$ cat config.mk
export PLATFORM = sky130hd
export DESIGN_NAME = irq_entry_seq
export DESIGN_NICKNAME = d
export VERILOG_FILES = /design/src/rtl/irq_entry_pkg.sv /design/src/rtl/irq_pend_arb.sv /design/src/rtl/irq_entry_fsm.sv /design/src/rtl/irq_entry_seq.sv
export SDC_FILE = /design/constraint.sdc
export NUM_CORES = 1
export LEC_CHECK = 0
export BUFFER_PORTS_ARGS = -buffer_cell sky130_fd_sc_hd__clkbuf_2
export CORE_ASPECT_RATIO = 0.75
export CORE_MARGIN = 1.5
export CORE_UTILIZATION = 53
export DETAILED_ROUTE_END_ITERATION = 10
export GPL_ROUTABILITY_DRIVEN = 0
export PLACE_DENSITY_LB_ADDON = 0.12
export SYNTH_ARGS = -nofsm -noshare
export SYNTH_HDL_FRONTEND = slang
export SYNTH_SLANG_ARGS = --single-unit
export TNS_END_PERCENT = 10
$ cat constraint.sdc
create_clock -name clk -period 5.3 [get_ports clk]
set_input_delay 1.06 -clock clk [delete_from_list [all_inputs] [get_ports clk]]
set_output_delay 1.06 -clock clk [all_outputs]
set_load 0.02 [all_outputs]
$ cat src/rtl/irq_entry_pkg.sv
package irq_entry_pkg;
    typedef enum logic [2:0] {
        ST_IDLE = 3'd0,
        ST_PCL  = 3'd1,
        ST_PCH  = 3'd2,
        ST_XR   = 3'd3,
        ST_AR   = 3'd4,
        ST_CCR  = 3'd5,
        ST_LOAD = 3'd6
    } entry_state_t;
endpackage

$ cat src/rtl/irq_pend_arb.sv
module irq_pend_arb #(
    parameter int NUM_SRC = 4,
    parameter int IDXW    = 2
) (
    input  logic               clk,
    input  logic               rst,
    input  logic [NUM_SRC-1:0] req_in,
    input  logic               clr_en,
    input  logic [IDXW-1:0]    clr_idx,
    output logic               pend_any,
    output logic [IDXW-1:0]    pend_idx
);
    logic [NUM_SRC-1:0] pend_q;
    logic [NUM_SRC-1:0] pend_d;

    // a new pulse wins over the clear of the same source
    always_comb begin
        pend_d = pend_q;
        if (clr_en) pend_d[clr_idx] = 1'b0;
        pend_d = pend_d | req_in;
    end

    always_ff @(posedge clk) begin
        if (rst) pend_q <= '0;
        else     pend_q <= pend_d;
    end

    // lowest index has priority: scan downward, last hit wins
    always_comb begin
        pend_idx = '0;
        for (int i = NUM_SRC - 1; i >= 0; i--) begin
            if (pend_q[i]) pend_idx = IDXW'(i);
        end
    end

    assign pend_any = |pend_q;
endmodule

$ cat src/rtl/irq_entry_fsm.sv
module irq_entry_fsm
    import irq_entry_pkg::*;
#(
    parameter int AW   = 16,
    parameter int DW   = 8,
    parameter int IDXW = 2,
    parameter int IBIT = 3
) (
    input  logic            clk,
    input  logic            rst,
    input  logic            boundary,
    input  logic            pend_any,
    input  logic [IDXW-1:0] pend_idx,
    input  logic [AW-1:0]   pc_in,
    input  logic [DW-1:0]   x_in,
    input  logic [DW-1:0]   a_in,
    input  logic [DW-1:0]   cc_in,
    input  logic [AW-1:0]   sp_in,
    input  logic [AW-1:0]   vec_base,
    output logic            take,
    output logic            mem_we,
    output logic [AW-1:0]   mem_addr,
    output logic [DW-1:0]   mem_wdata,
    output logic [AW-1:0]   pc_out,
    output logic [AW-1:0]   sp_out,
    output logic [DW-1:0]   cc_out,
    output logic            load,
    output logic            ack_valid,
    output logic [IDXW-1:0] ack_idx,
    output logic            busy
);
    localparam logic [DW-1:0] MASK_SET = DW'(1) << IBIT;

    entry_state_t state_q, state_d;

    logic [AW-1:0]   pc_q, base_q, wptr_q;
    logic [DW-1:0]   x_q, a_q, cc_q;
    logic [IDXW-1:0] idx_q;

    assign take = (state_q == ST_IDLE) && boundary && pend_any && !cc_in[IBIT];

    always_comb begin
        state_d = state_q;
        unique case (state_q)
            ST_IDLE: if (take) state_d = ST_PCL;
            ST_PCL:  state_d = ST_PCH;
            ST_PCH:  state_d = ST_XR;
            ST_XR:   state_d = ST_AR;
            ST_AR:   state_d = ST_CCR;
            ST_CCR:  state_d = ST_LOAD;
            ST_LOAD: state_d = ST_IDLE;
            default: state_d = ST_IDLE;
        endcase
    end

    // state register
    always_ff @(posedge clk) begin
        if (rst) state_q <= ST_IDLE;
        else     state_q <= state_d;
    end

    // frame snapshot and write pointer
    always_ff @(posedge clk) begin
        if (rst) begin
            pc_q   <= '0;
            base_q <= '0;
            wptr_q <= '0;
            x_q    <= '0;
            a_q    <= '0;
            cc_q   <= '0;
            idx_q  <= '0;
        end else if (take) begin
            pc_q   <= pc_in;
            base_q <= vec_base;
            wptr_q <= sp_in;
            x_q    <= x_in;
            a_q    <= a_in;
            cc_q   <= cc_in;
            idx_q  <= pend_idx;
        end else if (state_q != ST_IDLE && state_q != ST_LOAD) begin
            wptr_q <= wptr_q - AW'(1);
        end
    end

    // outputs
    always_comb begin
        mem_we    = 1'b0;
        mem_wdata = '0;
        load      = 1'b0;
        ack_valid = 1'b0;
        busy      = 1'b1;
        unique case (state_q)
            ST_IDLE: busy = 1'b0;
            ST_PCL: begin
                mem_we    = 1'b1;
                mem_wdata = pc_q[DW-1:0];
                ack_valid = 1'b1;
            end
            ST_PCH: begin
                mem_we    = 1'b1;
                mem_wdata = pc_q[AW-1:AW-DW];
            end
            ST_XR: begin
                mem_we    = 1'b1;
                mem_wdata = x_q;
            end
            ST_AR: begin
                mem_we    = 1'b1;
                mem_wdata = a_q;
            end
            ST_CCR: begin
                mem_we    = 1'b1;
                mem_wdata = cc_q;
            end
            ST_LOAD: load = 1'b1;
            default: busy = 1'b0;
        endcase
    end

    assign mem_addr = wptr_q;
    assign sp_out   = wptr_q;
    assign cc_out   = cc_q | MASK_SET;
    assign pc_out   = base_q + AW'({idx_q, 2'b00});
    assign ack_idx  = idx_q;
endmodule

$ cat src/rtl/irq_entry_seq.sv
module irq_entry_seq #(
    parameter int NUM_SRC = 4,
    parameter int AW      = 16,
    parameter int DW      = 8,
    parameter int IBIT    = 3,
    parameter int IDXW    = (NUM_SRC > 1) ? $clog2(NUM_SRC) : 1
) (
    input  logic               clk,
    input  logic               rst,
    input  logic [NUM_SRC-1:0] req_in,
    input  logic               boundary,
    input  logic [AW-1:0]      pc_in,
    input  logic [DW-1:0]      x_in,
    input  logic [DW-1:0]      a_in,
    input  logic [DW-1:0]      cc_in,
    input  logic [AW-1:0]      sp_in,
    input  logic [AW-1:0]      vec_base,
    output logic               mem_we,
    output logic [AW-1:0]      mem_addr,
    output logic [DW-1:0]      mem_wdata,
    output logic [AW-1:0]      pc_out,
    output logic [AW-1:0]      sp_out,
    output logic [DW-1:0]      cc_out,
    output logic               load,
    output logic               ack_valid,
    output logic [IDXW-1:0]    ack_idx,
    output logic               busy
);
    logic            pend_any;
    logic [IDXW-1:0] pend_idx;
    logic            take;

    irq_pend_arb #(.NUM_SRC(NUM_SRC), .IDXW(IDXW)) u_arb (
        .clk      (clk),
        .rst      (rst),
        .req_in   (req_in),
        .clr_en   (take),
        .clr_idx  (pend_idx),
        .pend_any (pend_any),
        .pend_idx (pend_idx)
    );

    irq_entry_fsm #(.AW(AW), .DW(DW), .IDXW(IDXW), .IBIT(IBIT)) u_fsm (
        .clk       (clk),
        .rst       (rst),
        .boundary  (boundary),
        .pend_any  (pend_any),
        .pend_idx  (pend_idx),
        .pc_in     (pc_in),
        .x_in      (x_in),
        .a_in      (a_in),
        .cc_in     (cc_in),
        .sp_in     (sp_in),
        .vec_base  (vec_base),
        .take      (take),
        .mem_we    (mem_we),
        .mem_addr  (mem_addr),
        .mem_wdata (mem_wdata),
        .pc_out    (pc_out),
        .sp_out    (sp_out),
        .cc_out    (cc_out),
        .load      (load),
        .ack_valid (ack_valid),
        .ack_idx   (ack_idx),
        .busy      (busy)
    );
endmodule

Word-level counts from Yosys, hierarchy flattened
Index checks and enable logic that the tools add are counted.
{ "op_classes": {"n_addsub": 2, "magnitude_cmp": 2, "eq_ne": 8, "mux": 16, "bitwise": 3, "reduce_logical": 12} }
{ "op_table": {"columns": ["operator", "count"], "rows": [
  ["case mux 8 bit (5 select lines)", 1],
  ["two-way mux 16 bit", 2],
  ["case mux 3 bit (6 select lines)", 1],
  ["adder 16 x 4 -> 16 bit", 1],
  ["subtractor 16 x 1 -> 16 bit, second input constant", 1],
  ["equality test 3 bit, second input constant", 3],
  ["two-way mux 2 bit", 4],
  ["equality test 3 x 2 -> 1 bit, second input constant", 2],
  ["OR reduction 6 bit", 1],
  ["logical AND 1 bit", 5],
  ["two-way mux 1 bit", 5],
  ["OR reduction 5 bit", 1],
  ["AND 4 bit", 1],
  ["two-way mux 4 bit", 1],
  ["NOT 4 bit", 1],
  ["bitwise OR 4 bit", 1],
  ["OR reduction 4 bit", 1],
  ["equality test 3 x 1 -> 1 bit, second input constant", 1],
  ["zero test 3 bit", 1],
  ["less-than comparator 2 x 3 -> 1 bit, second input constant", 1],
  ["two-way mux 3 bit", 1],
  ["!= test 3 bit, second input constant", 1],
  ["nonzero test 3 bit", 1],
  ["demux 1 bit (select 2 bit)", 1],
  ["4 further kinds", 4]
]} }
{ "totals": {"register_bits": 81, "inputBits": 79, "out_inout_bits": 70, "word_cells": 52} }

Depth between registers and ports, before layout
{ "depth": {"word_depth": 12, "depth_mapped": 7, "depth_no_buf": 6} }

Cells and area by module
A second synthesis with hierarchy kept.
{ "hier_totals": {"cells_unflattened": 533, "hier_area_um2": 4126.5} }
{ "by_module_without_submodules": {"columns": ["module", "n_inst", "cells_each", "area_each_um2", "seq_area_each_um2"], "rows": [
  ["irq_entry_fsm", 1, 510, 3931.3, 1541.5],
  ["irq_pend_arb", 1, 23, 195.2, 80.1]
]} }

Least setup slack after synthesis
Ideal clock, no wire load.
{ "synth_path": {"path_type": "reg2out", "startpoint": "register u_fsm.idx_q[1], in the netlist u_fsm.ack_idx[1]", "endpoint": "output pc_out[15]", "arrival_ns": 1.685, "required_time_ns": 4.240, "setup_slack_ns": 2.555, "path_stages_with_launch": 6, "path_buffers": 0, "cell_sequence": "dfxtp_1 ha_1 a21o_1 nand3_1 nor4_1 xor2_1"} }
{ "synth_via": {"elab_chain_len": 1} }
{ "synth_lines": {"columns": ["element", "line", "source"], "rows": [
  ["start, declared", "irq_entry_fsm.sv:38", "logic [IDXW-1:0] idx_q;"],
  ["start signal, assigned", "irq_entry_fsm.sv:79", "idx_q <= pend_idx;"],
  ["adder 16 x 4 -> 16 bit", "irq_entry_fsm.sv:123", "assign pc_out = base_q + AW'({idx_q, 2'b00});"],
  ["end, declared", "irq_entry_seq.sv:21", "output logic [AW-1:0] pc_out,"]
]} }
Every way passes these cells.

Worst setup path in the final report
{ "layout_path": {"startpoint": "register u_fsm.state_q[1]", "endpoint": "output mem_wdata[7]"} }
{ "layout_via": {"elab_chain_len": 2, "word_cells_on_any_way": 6, "classes_between": "eq/ne: 5; mux: 1"} }
{ "layout_lines": {"columns": ["element", "line", "source"], "rows": [
  ["start, declared", "irq_entry_fsm.sv:34", "entry_state_t state_q, state_d;"],
  ["start signal, assigned", "irq_entry_fsm.sv:59", "else state_q <= state_d;"],
  ["equality test 3 bit (tied with other cells)", "irq_entry_fsm.sv:92", "unique case (state_q)"],
  ["case mux 8 bit (5 select lines) *", "irq_entry_fsm.sv:92", null],
  ["end, declared", "irq_entry_seq.sv:20", "output logic [DW-1:0] mem_wdata,"]
]} }
Mark *: on every way between the ends. The rest lies on a longest branch, timed or not.

==> run_results.csv <==
group,metric,value,unit
sta,tightest_slew,1.05,ns
power_and_ir_drop,power,1510,uW
critical_path,endpoint_kind,"output port",
clock_tree,cts_buffer_depth,2,
cells_and_area,final_common_cell,"clkbuf_2",
synthesis,synthCells,507,
synthesis,synth_top_flop_cell,"dfxtp_1",
sta,timing.final.ws_setup,1.77,ns
place,dp_hpwl,6.55,mm
synthesis,synthArstFlopShare,0,%
power_and_ir_drop,p_leak,0.00200,uW
synthesis,yosysTopAreaCellShare,40.8,%
route,routed_wl,9.44,mm
place,pre_cts_slack,2.00,ns
sta,hold_violations,0,
clock_tree,post_cts_buffers,0,
route,drc,0,
sta,holdWs,0.455,ns
cells_and_area,final_cell_mix,"147 x clkbuf_2, 128 x nand2_1, 81 x dfxtp_1",
outcome,outcome,"finished, final reports clean",
sta,skew,0.00719,ns
critical_path,path_class,"reg -> out",
global_route,grt_pass1_wl,14.8,mm
place,place_area,0.00451,sq mm
global_route,use_met2,35.9,%
synthesis,synth_cell_types,50,
sta,drv_slew,0,
power_and_ir_drop,power_density,324,mW/mm^2
clock_tree,cts-root-buf,"clkbuf_8",
global_route,grt_usage,23.3,%
clock_tree,h-tree-depth,3,
sta,rsz0062_at_grt,"false",
clock_tree,cts_made_buffers,9,
die,die_h,78.0,um
die,fp.coreArea,0.00730,sq mm
cells_and_area,fin_area,0.00467,sq mm
route,routedWlPerCell,13.3,um
sta,period_share,66.7,%
cells_and_area,n_antenna_cell,0,
synthesis,syn_avg_cell_area,7.83,sq um
clock_tree,ctsResizeCount,0,
synthesis,synth_edf_count,0,
synthesis,synth_area,0.00397,sq mm
critical_path,required,4.24,ns
die,start_util,54.4,%
sta,report.final.setup_viol,0,
global_route,grt_pass1_vias,3155,
clock_tree,clkLatencyLatePin,0.34,ns
global_route,grt_most_used_layer,"met2",
die,fp.dieW,103,um
die,row_count,27,
synthesis,synth_area_leader_cell,"dfxtp_1",
global_route,met3_usage,6.31,%
synthesis,ys_seq_elements,81,
global_route,grt_max_degree,89,
sta,fin_crit,3.53,ns
critical_path,slowest_stage,"dfxtp_1",
power_and_ir_drop,ir_drop,0.000150,V
global_route,use_met1,32.6,%
route,drtPass1Iterations,4,
die,ios,149,
cells_and_area,area_growth,17.7,%
critical_path,crit_chain,"nor2b_1 > a221oi_1 > a21oi_1 > clkbuf_2",
route,routed_via_density,5.25,
clock_tree,path_clk_slew,0.08,ns
place,port-buffer-count,147,
sta,setup_tns,0,ns
critical_path,critical-path-max-stage-delay,0.93,ns
cells_and_area,final_nets,686,
sta,slew_headroom,29.8,%
min_path,hold_class,"reg -> reg",
clock_tree,cts_sinks,81,
global_route,grt-ovfl-total,0,
critical_path,critPathArrivalTime,2.47,ns
cells_and_area,layout-drive-gt1-share,28.5,%
clock_tree,cts_hold_buf,0,
route,dr.first_iter.drc_count,222,
clock_tree,cts_tree,"yes",
job,drv_cap,0,
critical_path,cp_max_fo,22,
synthesis,yosys_warnings,0,
route,postRouteAntennaNets,0,
critical_path,start_kind,"flop",
synthesis,yosysSeqAreaShare,40.8,%
die,die-area,0.00802,sq mm
synthesis,syn_nets,590,
global_route,antenna_found_initial,0,
route,num_vias,3721,
sta,max_freq,283,MHz
synthesis,synth_area_leaders,"dfxtp_1 41%, nand2_1 12%, a21oi_1 9.7%, buf_4 4.9%, clkbuf_1 2.7%",
[per-stage QoR]
stage,util [%],cells
after floorplan,-,507
after global placement,61.8,693
after detailed placement,61.8,693
after CTS,64.0,709
after global routing,64.0,709
final,64.0,709
[critical path, delay by kind of cell (launching register included)]
| family | cells | cell delay [ns] |
|---|---|---|
| DFF | 1 | 0.93 |
| AOI/OAI and AO/OA | 2 | 0.39 |
| buffers and inverters | 1 | 0.19 |
| and+or+nand+nor | 1 | 0.63 |
[power breakdown]
part	internal [uW]	switching, uW
Combinational	154	243
Sequential	659	67.7
Clock	169	220
Total	983	531
[worst paths after layout]
| kind | end | slack (ns) | startpoint | cells after the start |
|---|---|---|---|---|
| worst max register to register | u_fsm.ack_idx[0] | 1.99 | u_fsm.state_q[0] | 4 |
| worst min-delay path | u_fsm.pc_q[3] | 0.45 | u_fsm.pc_q[3] | 2 |
| worst min register to register | u_fsm.pc_q[3] | 0.45 | u_fsm.pc_q[3] | 2 |
| worst max-delay path | mem_wdata[7] | 1.77 | u_fsm.state_q[1] | 4 |
[registers in the layout (all words and copies together), names as in the netlist, 3 cells and up]
signal,flops
u_fsm.mem_addr,16
u_fsm.x_q,8
u_arb.pend_q,4
u_fsm.state_q,3
u_fsm.a_q,8
u_fsm.cc_q,8
u_fsm.base_q,16
u_fsm.pc_q,16
[logic make-up (layout without fill, tap and decap cells)]
family                   count (synthesis)  after routing  share of synthesized area [%]
buffers and inverters                   72            173                           9.55
XOR/XNOR                                19             19                           4.19
flip-flops                              81             81                           40.8
AO/OA/AOI/OAI                          125            125                           19.9
adder cells (fa/ha/maj)                  4              4                           1.45
multiplexers                            11             11                           2.84
AND/OR/NAND/NOR                        194            194                           21.1
other                                    1              1                         0.0945
[Yosys cell counts, drive strengths merged (4+ instances only)]
| cell type | instances |
|---|---|
| a211oi | 6 |
| a21oi | 77 |
| a221oi | 6 |
| a311oi | 6 |
| buf | 34 |
| clkbuf | 29 |
| dfxtp | 81 |
| inv | 9 |
| mux2i | 9 |
| nand2 | 128 |
| nand3 | 9 |
| nor2 | 25 |
| nor2b | 4 |
| nor3 | 4 |
| o22a | 5 |
| o31ai | 6 |
| or3 | 5 |
| or4 | 7 |
| xnor2 | 7 |
| xor2 | 12 |
[area by class of cell]
cell class                 instances  area [sq um]
timing repair buffer             148           743
inverter                           9          33.8
clock inverter                     5          32.5
fill                             691          2630
tap                              101           126
clock buffer                      11           131
sequential                        81          1620
multi-input combinational        354          1980
[layer usage]
metal / up-vias / routed length (um)
met5: - / 0
met4: 0 / 63
met3: 9 / 727
met2: 117 / 4220
met1: 1691 / 4430
li1: 1904 / -
Note: power is estimated with default switching activity, not from simulation.
